File: config.mk
export PLATFORM = sky130hd
export DESIGN_NAME = ctl_serial_regs
export DESIGN_NICKNAME = d
export VERILOG_FILES = /design/src/rtl/ctl_pkg.sv /design/src/rtl/ctl_sync.sv /design/src/rtl/ctl_frame_rx.sv /design/src/rtl/ctl_reg_bank.sv /design/src/rtl/ctl_serial_regs.sv
export SDC_FILE = /design/constraint.sdc
export NUM_CORES = 1
export LEC_CHECK = 0
export CORE_ASPECT_RATIO = 1.25
export CORE_MARGIN = 2
export CORE_UTILIZATION = 55
export CTS_CLUSTER_SIZE = 8
export DETAILED_ROUTE_END_ITERATION = 7
export HOLD_SLACK_MARGIN = 0.03
export PLACE_DENSITY = 0.76
export SETUP_SLACK_MARGIN = 0.15
export SYNTH_ARGS = -nofsm -noshare
export SYNTH_HDL_FRONTEND = slang
export SYNTH_SLANG_ARGS = --single-unit
File: constraint.sdc
create_clock -name clk_i -period 2.2 [get_ports clk_i]
set_input_delay 0.22 -clock clk_i [delete_from_list [all_inputs] [get_ports clk_i]]
set_output_delay 0.22 -clock clk_i [all_outputs]
set_load 0.01 [all_outputs]
File: src/rtl/ctl_pkg.sv
package ctl_pkg;
  localparam int REG_COUNT = 9;
  localparam int IDX_OUTER_L = 0;
  localparam int IDX_INNER_L = 1;
  localparam int IDX_INNER_R = 2;
  localparam int IDX_OUTER_R = 3;
  localparam int IDX_LINE = 4;
  localparam int IDX_BASE = 5;
  localparam int IDX_CURVE_A = 6;
  localparam int IDX_CURVE_B = 7;
  localparam int IDX_MODE = REG_COUNT - 1;

  typedef logic [REG_COUNT-1:0][7:0] bank_t;

  typedef struct packed {
    logic adapt;
    logic test_b;
    logic keep;
    logic defer;
    logic init;
    logic out_shift;
    logic in_shift;
    logic zoom;
  } mode_t;
endpackage

File: src/rtl/ctl_sync.sv
module ctl_sync #(
  parameter int W = 1,
  parameter int STAGES = 2
) (
  input  logic         clk_i,
  input  logic         rst_ni,
  input  logic [W-1:0] d_i,
  output logic [W-1:0] q_o
);
  logic [STAGES-1:0][W-1:0] pipe_q;

  always_ff @(posedge clk_i or negedge rst_ni) begin
    if (!rst_ni) pipe_q <= '0;
    else         pipe_q <= {pipe_q[STAGES-2:0], d_i};
  end

  assign q_o = pipe_q[STAGES-1];
endmodule

File: src/rtl/ctl_frame_rx.sv
module ctl_frame_rx #(
  parameter int         IDLE_CYCLES = 1024,
  parameter logic [7:0] ID_ADDR = 8'h49
) (
  input  logic       clk_i,
  input  logic       rst_ni,
  input  logic       sclk_i,
  input  logic       sdat_i,
  output logic [7:0] addr_o,
  output logic [7:0] data_o,
  output logic       addr_stb_o,
  output logic       frame_done_o,
  output logic       pull_low_o
);
  localparam int CNT_W = $clog2(IDLE_CYCLES + 1);

  logic             sclk_q;
  logic [7:0]       shift_q;
  logic [3:0]       bit_q;
  logic [CNT_W-1:0] idle_q;
  logic             rise;
  logic             timeout;
  logic [7:0]       byte_nxt;

  assign rise     = sclk_i & ~sclk_q;
  assign timeout  = idle_q == CNT_W'(IDLE_CYCLES);
  assign byte_nxt = {sdat_i, shift_q[7:1]};  // bit 0 arrives first

  always_ff @(posedge clk_i or negedge rst_ni) begin
    if (!rst_ni) begin
      sclk_q       <= 1'b0;
      shift_q      <= '0;
      bit_q        <= '0;
      idle_q       <= '0;
      addr_o       <= '0;
      data_o       <= '0;
      addr_stb_o   <= 1'b0;
      frame_done_o <= 1'b0;
      pull_low_o   <= 1'b0;
    end else begin
      sclk_q       <= sclk_i;
      addr_stb_o   <= 1'b0;
      frame_done_o <= 1'b0;
      if (rise) begin
        shift_q <= byte_nxt;
        bit_q   <= bit_q + 4'd1;
        idle_q  <= '0;
        if (bit_q == 4'd7) begin
          addr_o     <= byte_nxt;
          addr_stb_o <= 1'b1;
          pull_low_o <= (byte_nxt == ID_ADDR);
        end
        if (bit_q == 4'd15) begin
          data_o       <= byte_nxt;
          frame_done_o <= 1'b1;
          pull_low_o   <= 1'b0;
        end
      end else if (timeout) begin
        bit_q      <= '0;
        pull_low_o <= 1'b0;
      end else begin
        idle_q <= idle_q + 1'b1;
      end
    end
  end
endmodule

File: src/rtl/ctl_reg_bank.sv
module ctl_reg_bank
  import ctl_pkg::*;
#(
  parameter logic [7:0] BASE_ADDR = 8'h40
) (
  input  logic       clk_i,
  input  logic       rst_ni,
  input  logic       frame_done_i,
  input  logic [7:0] addr_i,
  input  logic [7:0] data_i,
  input  logic       vrst_rise_i,
  output bank_t      shadow_o,
  output bank_t      active_o,
  output logic       init_pulse_o
);
  logic [7:0] offs;
  logic       wr_hit;
  bank_t      shadow_nxt;
  mode_t      mode_nxt;
  mode_t      mode_cur;

  assign offs     = addr_i - BASE_ADDR;
  assign wr_hit   = frame_done_i && (offs < 8'(REG_COUNT));
  assign mode_nxt = mode_t'(shadow_nxt[IDX_MODE]);
  assign mode_cur = mode_t'(shadow_o[IDX_MODE]);

  always_comb begin
    shadow_nxt = shadow_o;
    for (int i = 0; i < REG_COUNT; i++)
      if (wr_hit && offs == 8'(i)) shadow_nxt[i] = data_i;
  end

  always_ff @(posedge clk_i or negedge rst_ni) begin
    if (!rst_ni) begin
      shadow_o     <= '0;
      active_o     <= '0;
      init_pulse_o <= 1'b0;
    end else begin
      init_pulse_o <= vrst_rise_i && mode_cur.init;
      if (vrst_rise_i) active_o <= shadow_o;
      if (wr_hit) begin
        shadow_o <= shadow_nxt;
        if (!mode_nxt.defer) active_o <= shadow_nxt;
      end
    end
  end
endmodule

File: src/rtl/ctl_serial_regs.sv
module ctl_serial_regs
  import ctl_pkg::*;
#(
  parameter logic [7:0] BASE_ADDR = 8'h40,
  parameter int         IDLE_CYCLES = 1024,
  parameter int         SYNC_STAGES = 2
) (
  input  logic       clk_i,
  input  logic       rst_ni,
  input  logic       ser_clk_i,
  input  logic       ser_dat_i,
  input  logic       vrst_i,
  output logic       ser_pull_low_o,
  output logic [7:0] outer_left_o,
  output logic [7:0] inner_left_o,
  output logic [7:0] inner_right_o,
  output logic [7:0] outer_right_o,
  output logic [7:0] line_len_o,
  output logic [7:0] base_incr_o,
  output logic [5:0] curve_a_o,
  output logic       split_en_o,
  output logic [5:0] curve_b_o,
  output logic       test_a_o,
  output logic       notch_en_o,
  output logic       zoom_o,
  output logic       in_shift_o,
  output logic       out_shift_o,
  output logic       keep_o,
  output logic       test_b_o,
  output logic       adapt_o,
  output logic       init_pulse_o
);
  localparam logic [7:0] ID_ADDR = BASE_ADDR + 8'(REG_COUNT);

  logic [2:0] raw_in, sync_in;
  logic       sclk_s, sdat_s, vrst_s, vrst_q, vrst_rise;
  logic [7:0] addr, data;
  logic       addr_stb, frame_done;
  bank_t      shadow_q, active_q;
  mode_t      mode;

  assign raw_in = {vrst_i, ser_dat_i, ser_clk_i};
  assign {vrst_s, sdat_s, sclk_s} = sync_in;

  ctl_sync #(.W(3), .STAGES(SYNC_STAGES)) u_sync (
    .clk_i(clk_i), .rst_ni(rst_ni), .d_i(raw_in), .q_o(sync_in)
  );

  always_ff @(posedge clk_i or negedge rst_ni) begin
    if (!rst_ni) vrst_q <= 1'b0;
    else         vrst_q <= vrst_s;
  end
  assign vrst_rise = vrst_s & ~vrst_q;

  ctl_frame_rx #(.IDLE_CYCLES(IDLE_CYCLES), .ID_ADDR(ID_ADDR)) u_rx (
    .clk_i(clk_i), .rst_ni(rst_ni), .sclk_i(sclk_s), .sdat_i(sdat_s),
    .addr_o(addr), .data_o(data), .addr_stb_o(addr_stb),
    .frame_done_o(frame_done), .pull_low_o(ser_pull_low_o)
  );

  ctl_reg_bank #(.BASE_ADDR(BASE_ADDR)) u_bank (
    .clk_i(clk_i), .rst_ni(rst_ni), .frame_done_i(frame_done),
    .addr_i(addr), .data_i(data), .vrst_rise_i(vrst_rise),
    .shadow_o(shadow_q), .active_o(active_q), .init_pulse_o(init_pulse_o)
  );

  assign mode          = mode_t'(active_q[IDX_MODE]);
  assign outer_left_o  = active_q[IDX_OUTER_L];
  assign inner_left_o  = active_q[IDX_INNER_L];
  assign inner_right_o = active_q[IDX_INNER_R];
  assign outer_right_o = active_q[IDX_OUTER_R];
  assign line_len_o    = active_q[IDX_LINE];
  assign base_incr_o   = active_q[IDX_BASE];
  assign curve_a_o     = active_q[IDX_CURVE_A][5:0];
  assign split_en_o    = active_q[IDX_CURVE_A][6];
  assign curve_b_o     = active_q[IDX_CURVE_B][5:0];
  assign test_a_o      = active_q[IDX_CURVE_B][6];
  assign notch_en_o    = active_q[IDX_CURVE_B][7];
  assign zoom_o        = mode.zoom;
  assign in_shift_o    = mode.in_shift;
  assign out_shift_o   = mode.out_shift;
  assign keep_o        = mode.keep;
  assign test_b_o      = mode.test_b;
  assign adapt_o       = mode.adapt;

  logic unused_bits;
  assign unused_bits = ^{active_q[IDX_CURVE_A][7], mode.init, mode.defer};
endmodule

* Word level (Yosys, flattened, before mapping) *
Index checks and enable logic that the tools add are counted.

word-level totals
  bits in registers = 194
  output and inout bits = 71
  logic and storage cells = 90

cells by class
  reductions and logical operators = 16
  bitwise gates (word level) = 4
  add/sub/neg operators = 3
  equality and inequality tests = 14
  mux-type cells = 22
  magnitude comparators = 1

operators with widths
  operator                                                    count
  2-to-1 mux 72 bit                                           3
  2-to-1 mux 8 bit                                            9
  equality test 8 x 3 -> 1 bit, second input constant         4
  2-to-1 mux 11 bit                                           2
  equality test 8 x 2 -> 1 bit, second input constant         2
  adder 11 x 1 -> 11 bit, second input constant               1
  equality test 11 bit, second input constant                 1
  logical AND 1 bit                                           11
  equality test 8 x 1 -> 1 bit, second input constant         1
  equality test 8 x 4 -> 1 bit, second input constant         1
  equality test 8 x 7 -> 1 bit, second input constant         1
  logical NOT 8 bit                                           1
  less-than comparator 8 x 4 -> 1 bit, second input constant  1
  2-to-1 mux 4 bit                                            2
  subtractor 8 x 7 -> 8 bit, second input constant            1
  2-to-1 mux 1 bit                                            6
  AND reduction 2 bit                                         3
  adder 4 x 1 -> 4 bit, second input constant                 1
  equality test 4 x 3 -> 1 bit, second input constant         1
  equality test 4 bit, second input constant                  1
  inequality test 3 bit, second input constant                1
  bitwise AND 1 bit                                           2
  inequality test 2 x 1 -> 1 bit, second input constant       1
  inverter 1 bit                                              2
  nonzero test 2 bit                                          1

* Logic depth before layout (Yosys ltp) *
  depth after elaboration = 7
  depth in mapped cells = 7
  gate-level depth less buffers = 6

* Hierarchy *
A second synthesis with hierarchy kept.

second synthesis, totals
  cell total of the unflattened synthesis = 614
  area, all modules = 8172.8 um2

by module, submodules not included
  module           area each (um2)  times used  cells each
  ctl_reg_bank     6147.1           1           448
  ctl_frame_rx     1814.2           1           155
  ctl_sync         172.7            1           9
  ctl_serial_regs  38.8             1           2

* Worst setup path before layout *
No wires, ideal clock.

  path type = register -> register
  start point = register u_rx.addr_o[7]
  end point = register u_bank.active_o[48] (netlist name)
  setup slack = 0.486 ns
  path buffers = 1
  period minus slack after synthesis = 1.714 ns
  cell stages (with the launch flop) = 6
  arrival = 1.591 ns
  cell sequence = dfrtp_1 > or3b_1 > o21bai_2 > buf_4 > nand3_1 > o221a_1

between the ends
  longest elaborated chain between the ends = 7
  elaborated cells between the ends (all ways) = 11

ends and longest elaborated chain
  item                                 line                RTL
  start: declaration                   ctl_frame_rx.sv:9   output logic [7:0] addr_o,
  start signal: assignment             ctl_frame_rx.sv:49  addr_o <= byte_nxt;
  subtractor 8 x 7 -> 8 bit (*)        ctl_reg_bank.sv:22  assign offs = addr_i - BASE_ADDR;
  less-than comparator 8 x 4 -> 1 bit  ctl_reg_bank.sv:23  assign wr_hit = frame_done_i && (offs < 8'(REG_COUNT));
  logical AND 1 bit                    ctl_reg_bank.sv:23
  logical AND 1 bit                    ctl_reg_bank.sv:30  if (wr_hit && offs == 8'(i)) shadow_nxt[i] = data_i;
  2-to-1 mux 8 bit                     ctl_reg_bank.sv:30
  2-to-1 mux 72 bit                    ctl_reg_bank.sv:43  if (!mode_nxt.defer) active_o <= shadow_nxt;
  2-to-1 mux 72 bit (*)                ctl_reg_bank.sv:41  if (wr_hit) begin
  end signal: assignment               ctl_reg_bank.sv:40  if (vrst_rise_i) active_o <= shadow_o;
  end signal: assignment               ctl_reg_bank.sv:43
  end: declaration                     ctl_reg_bank.sv:13  output bank_t active_o,

Mark *: on every way between the ends. The rest lies on a longest branch, timed or not.
A chain may end at the register's enable or synchronous reset.

* Final worst setup path *
  start point = register u_rx.addr_o[7]
  end point = register u_bank.active_o[45] (netlist name)

The elaborated chain is that of the path after synthesis.

==> tab_implementation.tex <==
\begin{tabular}{lr}
\hline
Metric & Value \\
\hline
\multicolumn{2}{l}{\textbf{Timing}} \\
\quad RSZ-0062 raised after global routing & no \\
\quad Slew HR & 0.4450 \\
\quad Final worst clock skew & 0.01002 ns \\
\quad Transition time at the pin with the least slew margin & 0.8324 ns \\
\quad Final Max Slew Viols & 0 \\
\quad Fmax & 0.5074 GHz \\
\quad Total count of hold-check failures in the final report & 0 \\
\quad Fraction of the cycle the final worst path needs & 0.8958 \\
\quad Sum of negative setup slack & 0 ns \\
\quad Total setup violations reported at the end of the flow & 0 \\
\quad Min Clock Period, post-route & 1.971 ns \\
\multicolumn{2}{l}{\textbf{Logic synthesis}} \\
\quad Mean instance size in the synthesized netlist & 13.50 um\^{}2 \\
\quad Yosys cell types & 48 \\
\quad Post-Synthesis Cell Area & between 0.008 and 0.009 mm\^{}2 \\
\quad Main synth FF type & sky130\_fd\_sc\_hd\_\_dfrtp\_1 \\
\quad Top cell type by total area after synthesis & sky130\_fd\_sc\_hd\_\_dfrtp\_1 \\
\quad Share of synthesized flip-flops with an asynchronous set or reset & 1.000 \\
\quad Sequential area share after synthesis & 0.5828 \\
\quad Synthesized netlist cell count & 601 \\
\quad Total nets after synthesis & roughly 610 \\
\quad Synth top area cells & sky130\_fd\_sc\_hd\_\_dfrtp\_1 58\%, sky130\_fd\_sc\_hd\_\_mux2\_1 11\%, sky130\_fd\_sc\_hd\_\_o221a\_1 9.4\% \\
\quad Yosys warnings & 0 \\
\quad Synth Register Bits & 189 \\
\quad Top cell type's share of synthesized area & 0.5828 \\
\quad EDFF count, synth & 0 \\
\multicolumn{2}{l}{\textbf{Route}} \\
\quad Total length of routed wires & roughly 17 mm \\
\quad Antenna-violating nets left & 0 \\
\quad Vias & 5249 \\
\quad Number of iterations in the first detailed-routing pass & 4 \\
\quad Final routed wire length divided by cell count & 20.13 um \\
\quad Number of remaining DRC errors & 0 \\
\quad Initial detailed-routing violation count & about 270 \\
\quad Vias per inst & 6.068 \\
\multicolumn{2}{l}{\textbf{Hold path}} \\
\quad Min-delay worst type & input port to flop \\
\quad HP Start & ser\_clk\_i \\
\multicolumn{2}{l}{\textbf{Clock network}} \\
\quad Clk root buf & sky130\_fd\_sc\_hd\_\_clkbuf\_16 \\
\quad Number of H-tree levels & 4 \\
\quad Clock transition at the registers of the reported paths & approximately 0.060 ns \\
\quad CTS tree & yes \\
\quad Bufs on Longest Clock Path & 2 \\
\quad Clock sink total & roughly 190 \\
\quad Clock buffers created by TritonCTS & 17 \\
\quad Worst-Skew Late Latency & around 0.44 ns \\
\multicolumn{2}{l}{\textbf{Floorplan}} \\
\quad Die X & 112.6 um \\
\quad Io pins & 76 \\
\quad Total die area & 0.01575 mm\^{}2 \\
\quad Rows & 49 \\
\quad Die Y-Extent & between 100 and 150 um \\
\quad Core box area & 0.01441 mm\^{}2 \\
\quad Initial core utilization & 0.5633 \\
\multicolumn{2}{l}{\textbf{Critical path}} \\
\quad Launch point of the worst reg-to-reg path & u\_rx.addr\_o[7] \\
\quad Worst r2r path cells & 5 \\
\quad Required arrival time at the worst endpoint & 2.52 ns \\
\quad Critical Path End Type & flop \\
\quad Worst setup path class & flop to flop \\
\quad Last element of the critical path & u\_bank.active\_o[45] \\
\quad Startpoint kind of the worst setup timing path & flop \\
\quad Critical path origin & u\_rx.addr\_o[7] \\
\quad Max Fanout on Critical Path & 26 \\
\quad Internal reg-to-reg setup slack & around 0.23 ns \\
\quad Data arrival time of the critical path & $\sim$2.3 ns \\
\quad Worst flop-to-flop path endpoint & u\_bank.active\_o[45] \\
\multicolumn{2}{l}{\textbf{Power}} \\
\quad Cell leakage power & 0.004499 uW \\
\quad Maximum VDD drop & roughly 0.65 mV \\
\quad Power density of the placed cells & 936.6 mW/mm\^{}2 \\
\quad Proportion of power drawn by the clock network & 0.372 \\
\quad Part of the total power dissipated in sequential elements & 0.459 \\
\quad Sw Pwr & 2325 uW \\
\quad Switching part of the total power & 0.2542 \\
\quad Cell internal power dissipation & 6820 uW \\
\quad Combinational share of power & 0.169 \\
\multicolumn{2}{l}{\textbf{Place}} \\
\quad Post-detailed-placement half-perimeter wirelength & 11.27 mm \\
\quad Count of buffers inserted at the top-level ports & 75 \\
\quad Placed cell count & 831 \\
\quad Routability congestion estimate & around 0.83 \\
\multicolumn{2}{l}{\textbf{Global routing}} \\
\quad Vias in the first global route & 5477 \\
\quad Largest net degree at the start of global routing & about 110 \\
\quad Number of antenna violations at the first check in global routing & 0 \\
\quad Global routing usage summed across all routing layers & 0.2335 \\
\quad First-pass GRT wire length & 28.81 mm \\
\quad Overflow left after global routing & 0 \\
\multicolumn{2}{l}{\textbf{Final layout}} \\
\quad Final layout net count & 683 \\
\quad Area Growth Syn to Fin & 20.32\% \\
\quad Finished Layout Cells & 865 \\
\quad Count of antenna diodes in the layout & 0 \\
\quad Most used cells in the layout excluding fill and tap cells & 189 x sky130\_fd\_sc\_hd\_\_dfrtp\_1, 78 x sky130\_fd\_sc\_hd\_\_mux2\_1, 74 x sky130\_fd\_sc\_hd\_\_clkdlybuf4s50\_1 \\
\quad Share of post-route cells with drive strength above 1 & 0.1397 \\
\quad Most frequent standard cell in the layout excluding fill and tap cells & sky130\_fd\_sc\_hd\_\_dfrtp\_1 \\
\multicolumn{2}{l}{\textbf{Run}} \\
\quad Total of max-cap violations & 0 \\
\multicolumn{2}{l}{\textbf{Status}} \\
\quad Result of the run & complete, no violations \\
\hline
\end{tabular}
-- routing by layer --
layer	wire, um	vias to the layer above	share of wire	track usage
met2	9243	109	0.53	0.3999
li1	-	2368	-	-
met5	0	-	0	0
met3	563	34	0.032	0.03963
met4	445	0	0.026	0.1053
met1	7162	2738	0.41	0.2895
-- worst max-delay path, stage by stage, from the launching register on --
cell and delay (ns):
sky130_fd_sc_hd__dfrtp_1 0.40, sky130_fd_sc_hd__or3b_1 0.44, sky130_fd_sc_hd__o21bai_4 0.28, sky130_fd_sc_hd__buf_12 0.22
sky130_fd_sc_hd__nand3_2 0.22, sky130_fd_sc_hd__o221a_1 0.29
-- worst min path at each step --
stage,depth (start not counted),to
after floorplan,0,async pin
after detailed placement,2,async pin
after CTS,1,u_sync.pipe_q[0]
after global placement,2,u_bank.mode_cur[5]
final,1,u_sync.pipe_q[0]
after global routing,1,u_sync.pipe_q[1]
-- power groups by stage --
stage / Combinational [uW] / Sequential [uW] / Clock [uW]
6_report: 1550 / 4200 / 3400
5_1_grt: 1680 / 4240 / 3580
4_1_cts: 1550 / 4200 / 3450
3_5_place_dp: 1540 / 4260 / 0
3_3_place_gp: 1490 / 4240 / 0
2_1_floorplan: 720 / 4240 / 0
-- cells in the mapped netlist (3+ instances only) --
library cell               count
sky130_fd_sc_hd__mux2_2        9
sky130_fd_sc_hd__nand4_1       9
sky130_fd_sc_hd__or2_2        12
sky130_fd_sc_hd__xor2_1        5
sky130_fd_sc_hd__mux2_1       78
sky130_fd_sc_hd__or3_1        11
sky130_fd_sc_hd__nand2_2       6
sky130_fd_sc_hd__nand2b_1     24
sky130_fd_sc_hd__buf_1         9
sky130_fd_sc_hd__a21oi_1       3
sky130_fd_sc_hd__buf_2         5
sky130_fd_sc_hd__nand3_1      14
sky130_fd_sc_hd__nand2_1      34
sky130_fd_sc_hd__and2_1        4
sky130_fd_sc_hd__and3_1        3
sky130_fd_sc_hd__clkbuf_1     13
sky130_fd_sc_hd__ha_1          3
sky130_fd_sc_hd__buf_4         8
sky130_fd_sc_hd__o21ai_0       4
sky130_fd_sc_hd__nor3_1        3
sky130_fd_sc_hd__nand3_2       7
sky130_fd_sc_hd__o221a_1      68
sky130_fd_sc_hd__inv_1         5
sky130_fd_sc_hd__buf_6         4
sky130_fd_sc_hd__mux2i_1       3
sky130_fd_sc_hd__dfrtp_1     189
sky130_fd_sc_hd__nor2b_1       4
sky130_fd_sc_hd__xnor2_1       3
sky130_fd_sc_hd__a21o_1       24
sky130_fd_sc_hd__nor2_1       14
-- state kept, by name, indices dropped and copies added, names as in the netlist, named ones only --
| register | cells |
|---|---|
| u_rx.pull_low_o | 1 |
| u_sync.q_o | 3 |
| u_rx.shift_q | 7 |
| u_rx.bit_q | 4 |
| u_rx.sclk_q | 1 |
| u_bank.mode_cur | 7 |
| u_rx.addr_o | 8 |
| u_bank.active_o | 69 |
| vrst_q | 1 |
| u_rx.data_o | 8 |
| u_rx.frame_done_o | 1 |
| u_rx.idle_q | 11 |
| u_sync.pipe_q | 3 |
| u_bank.shadow_o | 63 |
| u_bank.init_pulse_o | 1 |
-- cell families (layout without fill, tap and decap cells) --
logic type | Yosys count | in the layout | synth area share
AOI/OAI and AO/OA | 104 | 104 | 0.1273
xor gates and xnor gates | 8 | 8 | 0.008634
adders and majority gates | 3 | 3 | 0.004626
buffers and inverters | 44 | 130 | 0.02852
DFF | 189 | 189 | 0.5828
muxes | 90 | 90 | 0.1244
and+or+nand+nor | 163 | 163 | 0.1237
-- cell type report --
type,count,area (um^2)
clock buffer,21,470.5
multi-input combinational,368,3183
clock inverter,10,185.2
timing repair buffer,94,954.7
fill,1013,4643
sequential,189,4730
tap,178,222.7
inverter,5,18.77
-- through the flow --
| step | total power (uW) | hold slack, ns | area (um^2) | worst slack, ns | util |
|---|---|---|---|---|---|
| floorplan | 4964 | -0.07559 | 8115 | 0.4864 | - |
| global placement | 5726 | 0.2792 | 9047 | 0.1670 | 0.6280 |
| detailed placement | 5795 | 0.2908 | 9047 | 0.1234 | 0.6280 |
| CTS | 9193 | 0.2057 | 9717 | 0.1462 | 0.6744 |
| global route | 9501 | 0.2180 | 9764 | 0.1435 | 0.6777 |
| finish | 9145 | 0.2211 | 9764 | 0.2293 | 0.6777 |
-- timing repair --
action	CTS	global route
pin swaps	0	1
buffers inserted	0	2
resized for setup	1	6
hold buffers	1	0
endpoints found under the hold margin	189	0
endpoints found under the setup margin	13	98
(Power assumes the default switching activity.)
